$ cat config.mk
export PLATFORM = sky130hd
export DESIGN_NAME = can_tx_bit_monitor
export DESIGN_NICKNAME = d
export VERILOG_FILES = /design/src/rtl/can_bitmon_pkg.sv /design/src/rtl/cbm_classifier.sv /design/src/rtl/cbm_pulse_gen.sv /design/src/rtl/cbm_sticky_flag.sv /design/src/rtl/can_tx_bit_monitor.sv
export SDC_FILE = /design/constraint.sdc
export NUM_CORES = 1
export LEC_CHECK = 0
export BUFFER_PORTS_ARGS = -buffer_cell sky130_fd_sc_hd__clkbuf_2
export CAP_MARGIN = 20
export CORE_AREA = 2 2 39 41
export CTS_CLUSTER_SIZE = 10
export DETAILED_ROUTE_END_ITERATION = 10
export DIE_AREA = 0 0 41 43
export SETUP_SLACK_MARGIN = 0.4
export SLEW_MARGIN = 15
export SYNTH_ARGS = -nofsm -noshare
export SYNTH_HDL_FRONTEND = slang
export SYNTH_SLANG_ARGS = --single-unit
$ cat constraint.sdc
create_clock -name clk -period 4.1 [get_ports clk]
set_input_delay 1.23 -clock clk [delete_from_list [all_inputs] [get_ports clk]]
set_output_delay 1.23 -clock clk [all_outputs]
set_load 0.005 [all_outputs]
$ cat src/rtl/can_bitmon_pkg.sv
package can_bitmon_pkg;

    // Number of independent sticky flags and their slots
    localparam int unsigned NUM_FLAGS = 2;
    localparam int unsigned FLAG_BIT1 = 0;
    localparam int unsigned FLAG_BIT0 = 1;

    typedef enum logic [1:0] {
        MM_NONE = 2'd0,
        MM_BIT1 = 2'd1,
        MM_BIT0 = 2'd2
    } mm_kind_e;

    typedef struct packed {
        logic arb;
        logic ack_slot;
        logic pass_flag;
    } frame_ctx_t;

    typedef struct packed {
        logic       strobe;
        logic       driving;
        logic       tx_lvl;
        logic       rx_lvl;
        frame_ctx_t ctx;
    } bit_obs_t;

    // Contexts in which a dominant read-back of a recessive bit is legal
    function automatic logic bit1_waived(input frame_ctx_t c);
        return c.arb | c.ack_slot | c.pass_flag;
    endfunction

    function automatic mm_kind_e classify(input bit_obs_t o);
        mm_kind_e k;
        k = MM_NONE;
        if (o.strobe && o.driving) begin
            if (o.tx_lvl && !o.rx_lvl && !bit1_waived(o.ctx))
                k = MM_BIT1;
            else if (!o.tx_lvl && o.rx_lvl)
                k = MM_BIT0;
        end
        return k;
    endfunction

endpackage

$ cat src/rtl/cbm_classifier.sv
module cbm_classifier
    import can_bitmon_pkg::*;
(
    input  bit_obs_t             obs_i,
    output mm_kind_e             kind_o,
    output logic [NUM_FLAGS-1:0] hit_o
);
    always_comb begin
        kind_o = classify(obs_i);
        hit_o  = '0;
        hit_o[FLAG_BIT1] = (kind_o == MM_BIT1);
        hit_o[FLAG_BIT0] = (kind_o == MM_BIT0);
    end
endmodule

$ cat src/rtl/cbm_pulse_gen.sv
module cbm_pulse_gen
    import can_bitmon_pkg::*;
(
    input  logic                 clk,
    input  logic                 rst,
    input  logic                 sample_i,
    input  logic [NUM_FLAGS-1:0] hit_i,
    output logic                 pulse_o
);
    always_ff @(posedge clk) begin
        if (rst) pulse_o <= 1'b0;
        else     pulse_o <= |hit_i;
    end

    // A pulse only follows a sampled bit
    p_pulse_needs_sample_r4: assert property (@(posedge clk) disable iff (rst)
        pulse_o |-> $past(sample_i));
    // Each hit yields a pulse in the next cycle
    p_pulse_after_hit_r11: assert property (@(posedge clk) disable iff (rst)
        (|hit_i) |=> pulse_o);
endmodule

$ cat src/rtl/cbm_sticky_flag.sv
module cbm_sticky_flag (
    input  logic clk,
    input  logic rst,
    input  logic set_i,
    input  logic clr_i,
    output logic flag_o
);
    // A set in the same cycle as a clear wins
    always_ff @(posedge clk) begin
        if (rst)        flag_o <= 1'b0;
        else if (set_i) flag_o <= 1'b1;
        else if (clr_i) flag_o <= 1'b0;
    end

    p_set_wins_r10: assert property (@(posedge clk) disable iff (rst)
        set_i |=> flag_o);
    p_clear_r9: assert property (@(posedge clk) disable iff (rst)
        (clr_i && !set_i) |=> !flag_o);
    p_hold_r9: assert property (@(posedge clk) disable iff (rst)
        (!clr_i && !set_i) |=> $stable(flag_o));
endmodule

$ cat src/rtl/can_tx_bit_monitor.sv
module can_tx_bit_monitor
    import can_bitmon_pkg::*;
(
    input  logic clk,
    input  logic rst,
    input  logic sample_stb,
    input  logic tx_active,
    input  logic tx_bit,
    input  logic rx_bit,
    input  logic in_arb,
    input  logic in_ack_slot,
    input  logic in_pass_err_flag,
    input  logic rd_ack,
    output logic bit1_err,
    output logic bit0_err,
    output logic err_pulse
);
    bit_obs_t             obs;
    mm_kind_e             kind;
    logic [NUM_FLAGS-1:0] hit;
    logic [NUM_FLAGS-1:0] flags;

    always_comb begin
        obs.strobe        = sample_stb;
        obs.driving       = tx_active;
        obs.tx_lvl        = tx_bit;
        obs.rx_lvl        = rx_bit;
        obs.ctx.arb       = in_arb;
        obs.ctx.ack_slot  = in_ack_slot;
        obs.ctx.pass_flag = in_pass_err_flag;
    end

    cbm_classifier u_classifier (
        .obs_i  (obs),
        .kind_o (kind),
        .hit_o  (hit)
    );

    cbm_pulse_gen u_pulse (
        .clk      (clk),
        .rst      (rst),
        .sample_i (sample_stb & tx_active),
        .hit_i    (hit),
        .pulse_o  (err_pulse)
    );

    for (genvar g = 0; g < NUM_FLAGS; g++) begin : g_flag
        cbm_sticky_flag u_flag (
            .clk    (clk),
            .rst    (rst),
            .set_i  (hit[g]),
            .clr_i  (rd_ack),
            .flag_o (flags[g])
        );
    end

    assign bit1_err = flags[FLAG_BIT1];
    assign bit0_err = flags[FLAG_BIT0];

    // Port-level checks
    p_bit1_cause_r2: assert property (@(posedge clk) disable iff (rst)
        $rose(bit1_err) |-> $past(sample_stb && tx_active && tx_bit && !rx_bit));
    p_bit1_waiver_r6_r7_r8: assert property (@(posedge clk) disable iff (rst)
        $rose(bit1_err) |-> $past(!in_arb && !in_ack_slot && !in_pass_err_flag));
    p_bit0_cause_r3: assert property (@(posedge clk) disable iff (rst)
        $rose(bit0_err) |-> $past(sample_stb && tx_active && !tx_bit && rx_bit));
    p_idle_quiet_r5: assert property (@(posedge clk) disable iff (rst)
        !tx_active |=> !err_pulse);
    p_exclusive_kind_r12: assert property (@(posedge clk) disable iff (rst)
        $onehot0(hit));
    p_kind_matches_r12: assert property (@(posedge clk) disable iff (rst)
        (kind != MM_NONE) |-> (tx_bit != rx_bit));
endmodule

==> impl_results.md, run 1 <==
- Grt ovf: 0
- Post-Syn Area: 153.9 sq um
- Worst hold path class: flop to flop
- Clock root buffer: clkbuf_4
- Slowest CP cell: or4_1
- Max-cap viol count: 0
- Switching Share: 19.63%
- Proportion of layout cells with a drive suffix above 1: 45.45%
- # setup viols final: 0
- N_diodes: 0
- P_sw: 17.29 uW
- Final period util: 52.44%
- Setup TNS: 0 ns
- Drt first pass iters: 4
- Slew headroom: 82.86%
- Yosys synthesis warning count: 0
- Fin util: 18.81%
- Endpoints failing hold: 0
- WS Path Type: input pin to flop
- Syn Inst Count: 17
- Layout area overhead: 69.11%
- RSZ-0062 raised after global routing: no
- Pleak: 0.1241 nW
- Library cells used by synthesis: 9
- Global Route Usage Sum: 4.108%
- Combinational cell fraction of total power: 8.6%
- Worst-Margin Slew: 0.2548 ns
- Core Box Area: 0.001384 sq mm
- Drt initial violations: 2
- I/O pin total: 13
- Port-buffer cells: 12
- CTS sink count: 3
- Pin count of the biggest net entering global routing: 4
- Layout Nets: 46
- Clk slew on worst S/H paths: 0.04 ns
- Die area: 0.001763 sq mm
- Maximum fanout along the worst path: 2
- Status: finished, final reports clean
- Crit path capture type: flop
- # H-tree levels: 1
- Max Slew Vio Count: 0
- Initial core utilization: 11.12%
- P_int: 70.80 uW
- Power per Cell Area: 338.5 mW/mm^2
- Worst EP arrival: 2.32 ns
- Commonest non-fill, non-tap cells in the layout: clkbuf_2, inv_1, clkbuf_4, dfxtp_1
- Peak VDD IR: 47.06 uV
- WHS Path Cells: 2
- CP Launch Type: input pin
- Total Wirelength: 326 microns
- Antenna violations before repair: 0
- Post-CTS setup buffers: 0
- GPL Wtd Cong: 0.6086
- Maximum buffer depth of the clock tree: 2
- Commonest non-fill, non-tap cell in the layout: clkbuf_2
- Vias post-DR: 166
- Synthesized Nets: 29
- Critical Path, Cell by Cell: clkbuf_2, nand4b_1, or4_1, ha_1, nor2_1
- Clock network power share: 57.3%
- Vias/cell: 3.388
- Post-synthesis sequential area ratio: 39.02%
- Sequential Power Share: 34.1%
- Synth Register Bits: 3
- DRC viols: 0
- Resized Gates After CTS: 0
- Vias in the first global route: 150
- Clock skew: 0 ns
- Die H: 43 microns
- CTS tree: done
- Cell row count: 14
- Routed len/inst: 6.653 microns
- Fin crit period: 2.150 ns
- Syn_area_per_cell: 9.053 sq um
- Reg2reg path depth: 2
- FMAX: 465.1 MHz
- Chip width: 41 microns
- Finished Layout Cells: 49
- Worst-Skew Late Latency: 0.23 ns
- Hold buffers post-CTS: 0
- Worst path max stage delay: 0.43 ns
- Inst Count DP: 45
- Required @ worst endpoint: 4.27 ns
- Num CTS Buffers: 3
- Final ANT Viol Nets: 0
- Global-route wire length before repair: 441 microns
[kinds of logic (layout without fill, tap and decap cells)]
logic type / count (synthesis) / after routing / share of synthesized area, %
adders and majority gates: 2 / 2 / 16.26
DFF: 3 / 3 / 39.03
buffers and inverters: 3 / 19 / 7.317
and+or+nand+nor: 7 / 7 / 30.90
AOI/OAI and AO/OA: 2 / 2 / 6.504
[power by group through the flow]
| stage | clock network, mW | logic (mW) | registers [mW] |
|---|---|---|---|
| after global placement | 0 | 0.00744 | 0.0304 |
| final | 0.0505 | 0.00757 | 0.0300 |
| after CTS | 0.0543 | 0.00765 | 0.0300 |
| after detailed placement | 0 | 0.00761 | 0.0304 |
| after floorplan | 0 | 0.00178 | 0.0305 |
| after global routing | 0.0556 | 0.00844 | 0.0300 |
[layout make-up]
| type | instances | area (sq um) |
|---|---|---|
| clock buffer | 4 | 26.28 |
| timing repair buffer | 12 | 60.06 |
| multi-input combinational | 11 | 82.58 |
| tap | 16 | 20.02 |
| fill | 162 | 1124 |
| sequential | 3 | 60.06 |
| inverter | 3 | 11.26 |
[stage by stage]
step / instance area (sq um) / power [mW] / hold WS, ns / setup slack [ns]
finish: 260.3 / 0.08809 / 0.4622 / 1.950
global route: 260.3 / 0.09405 / 0.4957 / 1.897
CTS: 260.3 / 0.09197 / 0.4672 / 1.956
detailed placement: 234.0 / 0.03806 / 0.4606 / 1.720
global placement: 234.0 / 0.03788 / 0.4667 / 1.730
floorplan: 153.9 / 0.03229 / 0.4597 / 1.875
[path summary, 6_finish.rpt]
path                                               from                 endpoint  slack, ns
worst max-delay path                   in_pass_err_flag          u_pulse.pulse_o       1.95
worst min-delay path            g_flag[0].u_flag.flag_o  g_flag[0].u_flag.flag_o       0.46
worst max register to register  g_flag[1].u_flag.flag_o  g_flag[1].u_flag.flag_o       3.53
worst min register to register  g_flag[0].u_flag.flag_o  g_flag[0].u_flag.flag_o       0.46
[cell usage after synthesis]
master / instances / share of area [%]
a21oi_1: 2 / 6.5
dfxtp_1: 3 / 39
ha_1: 2 / 16
inv_1: 3 / 7.3
nand2b_1: 2 / 8.1
nand4b_1: 2 / 11
nor2_1: 1 / 2.4
nor4_1: 1 / 4.1
or4_1: 1 / 4.9
[per-layer routing]
metal,vias to the layer above,share of wire [%],global-route usage [%]
li1,93,-,-
met1,61,43,4.473
met2,12,41,4.688
met3,0,16,0
met4,0,0,8.000
met5,-,0,0
[critical path, delay by kind of cell]
kind,cells,cell delay (ns)
buf+inv,1,0.08
simple gates,3,0.69
fa+ha+maj,1,0.31
[registers in the layout, summed over array words and instances (netlist names)]
signal / flops
u_pulse.pulse_o: 1
g_flag.u_flag.flag_o: 2
Power figures use the tool's default switching activity.
==> inputs of run 2 (changes only) <==
--- a/config.mk
+++ b/config.mk
@@ -5,6 +5,7 @@
 export SDC_FILE = /design/constraint.sdc
 export NUM_CORES = 1
 export LEC_CHECK = 0
+export ABC_AREA = 1
 export BUFFER_PORTS_ARGS = -buffer_cell sky130_fd_sc_hd__clkbuf_2
 export CAP_MARGIN = 20
 export CORE_AREA = 2 2 39 41
==> constraint.sdc (replaced) <==
create_clock -name clk -period 1.9 [get_ports clk]
set_input_delay 0.57 -clock clk [delete_from_list [all_inputs] [get_ports clk]]
set_output_delay 0.57 -clock clk [all_outputs]
set_load 0.005 [all_outputs]
==> run 2 against run 1 <==
Compared with the run above: die area unchanged; sequential share of layout area shrank 2.5 points; first-iteration DRC count grew 50%; sequential power up 120%; non-clock buffer count is the same; core utilization up 2.3 points; cell count grew 27%; sequential cell count did not move; combinational power grew to 2.9 times the previous value; register-to-register slack lost 2.2 ns; largest power group unchanged.
==> impl_results.md, run 2 <==
- CP top delay family: flip-flops
- Synth area leader: dfxtp_1
- Routed len/inst: 6.097 microns (-8.4%)
- Power per Cell Area: 674.0 mW/mm^2 (+99%)
- Drt first pass iters: 2 (-2)
- Synth Register Bits: 3 (unchanged)
- Pleak: 0.1652 nW (+33%)
- Resized Gates After CTS: 0 (unchanged)
- RSZ-0062 raised after global routing: no
- Post-Syn Area: 185.2 sq um (+20%)
- Clock skew: 0 ns (unchanged)
- Fin crit period: 1.236 ns
- # setup viols final: 0 (unchanged)
- Initial core utilization: 13.38% (+2.3 points)
- Top flop regs: g_flag.u_flag.flag_o: 2 flops, u_pulse.pulse_o: 1 flops
- Global-route wire length before repair: 710 microns (+61%)
- Total Wirelength: 378 microns (+16%)
- Fill count: 164 (+1.2%)
- Max Slew Vio Count: 0 (unchanged)
- Top-area cell type share of the netlist area: 32.43% (-6.6 points)
- Worst-Skew Late Latency: 0.23 ns (about the same)
- Final ANT Viol Nets: 0 (unchanged)
- Post-synthesis sequential area ratio: 32.43% (-6.6 points)
- Layout Nets: 59 (+28%)
- WS Path Type: flop to output pin
- Pin count of the biggest net entering global routing: 4 (unchanged)
- Synthesized Nets: 42 (+45%)
- Num CTS Buffers: 3 (unchanged)
- Required @ worst endpoint: 1.33 ns (-2.94 ns)
- Final period util: 65.07%
- Syn_area_per_cell: 6.173 sq um (-32%)
- Slew headroom: 92.73% (+9.9 points)
- Ys flop type: dfxtp_1
- Largest register FFs: 2 (unchanged)
- # H-tree levels: 1 (unchanged)
- Clock root buffer: clkbuf_4
- Die area: 0.001763 sq mm (unchanged)
- Clk slew on worst S/H paths: 0.04 ns (about the same)
- Max-cap viol count: 0 (unchanged)
- Chip width: 41 microns (unchanged)
- Port-buffer cells: 12 (unchanged)
- I/O pin total: 13 (unchanged)
- Commonest non-fill, non-tap cells in the layout: clkbuf_2, nand2_1, inv_1
- Commonest non-fill, non-tap cell in the layout: clkbuf_2
- Drt initial violations: 3 (+1)
- Die H: 43 microns (unchanged)
- GPL Wtd Cong: 0.6202 (+1.9%)
- Worst EP arrival: 0.67 ns (-1.65 ns)
- Number of synthesized flops with an enable pin: 0 (unchanged)
- Proportion of layout cells with a drive suffix above 1: 36.96% (-8.5 points)
- Post-synth ARST share: 0% (unchanged)
- Maximum buffer depth of the clock tree: 2 (unchanged)
- Library cells used by synthesis: 9 (unchanged)
- Post-CTS setup buffers: 0 (unchanged)
- Antenna violations before repair: 0 (unchanged)
- DRC viols: 0 (unchanged)
- Maximum fanout along the worst path: 2 (unchanged)
- Endpoints failing hold: 0 (unchanged)
- Setup TNS: 0 ns (unchanged)
- FF+latch area: 60.06 sq um (unchanged)
- CTS sink count: 3 (unchanged)
- Status: finished, final reports clean
- Global Route Usage Sum: 6.118% (+2.0 points)
- Vias in the first global route: 205 (+37%)
- Yosys synthesis warning count: 0 (unchanged)
- Layout area overhead: 57.43%
- FMAX: 808.9 MHz
- Reg with most FFs: g_flag.u_flag.flag_o
- Worst-Margin Slew: 0.1090 ns (-0.1457 ns)
- Largest cells by area after synthesis: dfxtp_1, nand2_1, inv_1, ha_1, nor2_1
- Dpl ws: 0.5494 ns (-1.170 ns)
- Syn Inst Count: 30 (+13)
- Crit path capture type: output pin
- Slowest CP cell: dfxtp_1
- Vias/cell: 3.387 (about the same)
- Critical Path, Cell by Cell: clkbuf_2
- Area of the multi-input gates: 95.09 sq um (+15%)
- Cell row count: 14 (unchanged)
- Peak VDD IR: 190.2 uV (+300%)
- Top post-synthesis cells by count: nand2_1, inv_1, nor2_1
- CP Launch Type: flop
- CTS tree: done
- Top-count cell post-synth: nand2_1
- Final setup margin: 0.6637 ns (-1.286 ns)
- Grt ovf: 0 (unchanged)
- Worst hold path class: flop to flop
- Worst path max stage delay: 0.32 ns (-0.11 ns)
- Core Box Area: 0.001384 sq mm (unchanged)
- N_diodes: 0 (unchanged)
- WP buf/inv: 1 (unchanged)
- Vias post-DR: 210 (+27%)
- Fin util: 21.07% (+2.3 points)
- Hold buffers post-CTS: 0 (unchanged)
-- run 2: cells by family (layout without fill, tap and decap cells) --
logic type | count (synthesis) | count (layout) | share of synthesized area (%)
buffers and inverters | 8 | 24 | 16.22
adder cells (fa/ha/maj) | 2 | 2 | 13.51
AND/OR/NAND/NOR | 15 | 15 | 32.43
AO/OA/AOI/OAI | 2 | 2 | 5.406
flip-flops | 3 | 3 | 32.43
-- run 2: worst register-to-register path: stages (launching register included) --
cell and delay (ns):
dfxtp_1 0.32, nand2_1 0.06, a21oi_1 0.12
-- run 2: routing by layer --
metal	global-route usage [%]	share of wire, %	wire length (microns)	vias up
met5	0	0	0	-
met4	4.000	0	0	0
met3	3.141	9.5	36	0
met2	8.750	45	169	10
met1	6.731	46	173	83
li1	-	-	-	117
-- run 2: final timing paths --
check,startpoint,to,slack [ns],cells past startpoint
max,g_flag[1].u_flag.flag_o,bit0_err,0.66,1
min,g_flag[1].u_flag.flag_o,g_flag[1].u_flag.flag_o,0.46,2
max reg2reg,g_flag[0].u_flag.flag_o,g_flag[0].u_flag.flag_o,1.32,2
min reg2reg,g_flag[1].u_flag.flag_o,g_flag[1].u_flag.flag_o,0.46,2
-- run 2: where the power goes --
group / switching, mW / total, mW / internal (mW)
registers: 0.000378 / 0.0648 / 0.0644
clock network: 0.0312 / 0.110 / 0.0786
logic: 0.0108 / 0.0220 / 0.0112
-- run 2: through the flow --
stage	cell area, sq um	cells	hold slack [ns]	power [mW]
floorplan	185.2	30	0.4491	0.07501
global placement	265.3	58	0.4539	0.08767
detailed placement	265.3	58	0.4530	0.08784
CTS	291.5	62	0.4584	0.2021
global route	291.5	62	0.4989	0.2123
finish	291.5	62	0.4604	0.1965
-- run 2: area by class of cell --
| class | instances | share of cell area (%) |
|---|---|---|
| Timing Repair Buffer | 12 | 20.60 |
| Clock buffer | 4 | 9.013 |
| Inverter | 8 | 10.30 |
| Tap cell | 16 | 6.867 |
| Multi-Input combinational cell | 19 | 32.62 |
| Sequential cell | 3 | 20.60 |
==> inputs of run 3 (changes only) <==
--- a/config.mk
+++ b/config.mk
@@ -5,7 +5,7 @@
 export SDC_FILE = /design/constraint.sdc
 export NUM_CORES = 1
 export LEC_CHECK = 0
-export ABC_AREA = 1
+export ABC_AREA = 0
 export BUFFER_PORTS_ARGS = -buffer_cell sky130_fd_sc_hd__clkbuf_2
 export CAP_MARGIN = 20
 export CORE_AREA = 2 2 39 41
==> constraint.sdc (replaced) <==
create_clock -name clk -period 1.2 [get_ports clk]
set_input_delay 0.36 -clock clk [delete_from_list [all_inputs] [get_ports clk]]
set_output_delay 0.36 -clock clk [all_outputs]
set_load 0.005 [all_outputs]
==> run 3 against run 2 <==
Compared with the run above: the flow now finishes with violations (negative setup slack); register-to-register slack worse by 0.69 ns; sequential cell count stayed put; routed wire length fell by 9.3%; critical path type is now input pin to flop.
==> impl_results.md, run 3 (synthesized netlist as in run 1, its figures left out) <==
- Global Route Usage Sum: 5.210% (-0.91 points)
- Clock network power share: 57.1% (+1.2 points)
- Pleak: 0.1300 nW (-21%)
- Num CTS Buffers: 3 (unchanged)
- Clock skew: 0 ns (unchanged)
- Crit path capture type: flop
- GPL Wtd Cong: 0.5520 (-11%)
- Worst R2R End: g_flag[0].u_flag.flag_o
- Core Box Area: 0.001384 sq mm (unchanged)
- Post-CTS setup buffers: 0 (unchanged)
- Met3 wire length: 50 microns (+39%)
- Reg2reg start: g_flag[0].u_flag.flag_o
- Drt first pass iters: 2 (unchanged)
- Post-Route M1 WL: 136 microns (-21%)
- Combinational cell fraction of total power: 9.1% (-2.1 points)
- Drt initial violations: 1 (-2)
- PnR Total Power: 304.5 uW (+55%)
- Fin crit period: 1.229 ns
- Worst-Skew Late Latency: 0.23 ns (about the same)
- WHS Path Cells: 2 (unchanged)
- Largest register FFs: 2 (unchanged)
- Pin count of the biggest net entering global routing: 4 (unchanged)
- Endpoints failing hold: 0 (unchanged)
- Final period util: 102.4%
- WS Path Type: input pin to flop
- Vias in the first global route: 168 (-18%)
- Final instance area: 270.3 sq um (-7.3%)
- I/O pin total: 13 (unchanged)
- Antenna violations before repair: 0 (unchanged)
- Max layer used: met3
- N_diodes: 0 (unchanged)
- Failing checks: negative setup slack
- Layout area overhead: 75.61%
- Commonest non-fill, non-tap cell in the layout: clkbuf_2
- Peak VDD IR: 142.0 uV (-25%)
- CTS tree: done
- Required @ worst endpoint: 1.37 ns (+0.04 ns)
- FMAX: 813.7 MHz
- Die area: 0.001763 sq mm (unchanged)
- HPWL after DPL: 305.8 microns
- CTS sink count: 3 (unchanged)
- CP Launch Type: input pin
- Top flop regs: g_flag.u_flag.flag_o: 2 flops, u_pulse.pulse_o: 1 flops
- Status: finished with violations
- DRC viols: 0 (unchanged)
- Slowest CP cell: or4_1
- Fin util: 19.53% (-1.5 points)
- P_sw: 60.39 uW (+43%)
- Worst path max stage delay: 0.42 ns (+0.10 ns)
- Cell row count: 14 (unchanged)
- Die H: 43 microns (unchanged)
- Worst EP arrival: 1.40 ns (+0.73 ns)
- Dpl cell area: 241.5 sq um (-9.0%)
- Reg2reg setup slack: 0.63 ns (-0.69 ns)
- Worst Hold End: g_flag[1].u_flag.flag_o
- Slew headroom: 82.39% (-10 points)
- Max-cap viol count: 0 (unchanged)
- # setup viols final: 1 (+1)
- Proportion of layout cells with a drive suffix above 1: 52.94% (+16 points)
- Total Wirelength: 343 microns (-9.3%)
- Hold buffers post-CTS: 0 (unchanged)
- Resized Gates After CTS: 2 (+2)
- Clock root buffer: clkbuf_4
- Final ANT Viol Nets: 0 (unchanged)
- Power per Cell Area: 1127 mW/mm^2 (+67%)
- Critical Path, Cell by Cell: clkbuf_2, nand4b_1, or4_1, ha_1, nor2_1
- Port-buffer cells: 12 (unchanged)
- Worst hold path class: input pin to flop
- Sequential Power Share: 33.7% (+0.7 points)
- Maximum fanout along the worst path: 2 (unchanged)
- Max Slew Vio Count: 0 (unchanged)
- Fill count: 160 (-2.4%)
- RSZ-0062 raised after global routing: yes
- Layout Nets: 47 (-20%)
- Global-route wire length before repair: 531 microns (-25%)
- DR WL met2: 155 microns (-8.3%)
- Chip width: 41 microns (unchanged)
- Vias/cell: 3.420 (+0.97%)
- Commonest non-fill, non-tap cells in the layout: clkbuf_2, inv_1, clkbuf_4
- Maximum buffer depth of the clock tree: 2 (unchanged)
- Switching Share: 19.84% (-1.7 points)
- Final setup margin: -0.02896 ns (-0.6927 ns)
- P_int: 244.1 uW (+58%)
- Clk slew on worst S/H paths: 0.04 ns (about the same)
- Vias post-DR: 171 (-19%)
- Reg2reg path depth: 2 (unchanged)
- Initial core utilization: 11.12% (-2.3 points)
- Reg with most FFs: g_flag.u_flag.flag_o
- Grt ovf: 0 (unchanged)
- # H-tree levels: 1 (unchanged)
- Min-delay src: rst
- Worst-Margin Slew: 0.2617 ns (+0.1527 ns)
- Routed len/inst: 6.860 microns (+13%)
run 3: stage by stage:
step           setup WS (ns)  instances  setup TNS (ns)  hold WS [ns]
5_1_grt             -0.06750         50        -0.08779        0.3163
3_5_place_dp         -0.2712         46         -0.5694        0.4707
3_3_place_gp         -0.2476         46         -0.5434        0.4644
4_1_cts             -0.02256         50        -0.02256        0.3083
2_1_floorplan        -0.1364         17         -0.2359        0.4267
6_report            -0.02896         50        -0.02896        0.3143
run 3: power by group through the flow:
stage	Clock [mW]	Sequential (mW)	Combinational, mW
final	0.174	0.103	0.0278
after global routing	0.189	0.103	0.0312
after CTS	0.186	0.103	0.0284
after detailed placement	0	0.104	0.0283
after global placement	0	0.104	0.0280
after floorplan	0	0.104	0.00608
run 3: layer usage:
| layer | track usage [%] | up-vias |
|---|---|---|
| li1 | - | 94 |
| met1 | 4.473 | 66 |
| met2 | 5.938 | 11 |
| met3 | 0.5236 | 0 |
| met4 | 12.00 | 0 |
| met5 | 0 | - |
run 3: area by class of cell:
class	instances	area (sq um)	share of cell area [%]
multi-input cells	11	82.58	30.56
repair buffers	13	67.56	25.00
flip-flops and latches	3	62.56	23.15
clock buffers	4	26.28	9.722
well taps	16	20.02	7.407
inverters	3	11.26	4.167
run 3: worst max-delay path, delay by kind of cell:
| family | cells | cell delay (ns) |
|---|---|---|
| simple gates | 3 | 0.68 |
| buf+inv | 1 | 0.07 |
| fa+ha+maj | 1 | 0.29 |
run 3: how the worst max path moves through the flow:
stage / start / to / cells after the start / slack [ns]
2_1_floorplan: in_pass_err_flag / u_pulse.pulse_o / 4 / -0.14
3_3_place_gp: in_pass_err_flag / u_pulse.pulse_o / 5 / -0.25
3_5_place_dp: in_pass_err_flag / u_pulse.pulse_o / 5 / -0.27
4_1_cts: in_pass_err_flag / u_pulse.pulse_o / 5 / -0.02
5_1_grt: in_pass_err_flag / u_pulse.pulse_o / 5 / -0.07
6_report: in_pass_err_flag / u_pulse.pulse_o / 5 / -0.03
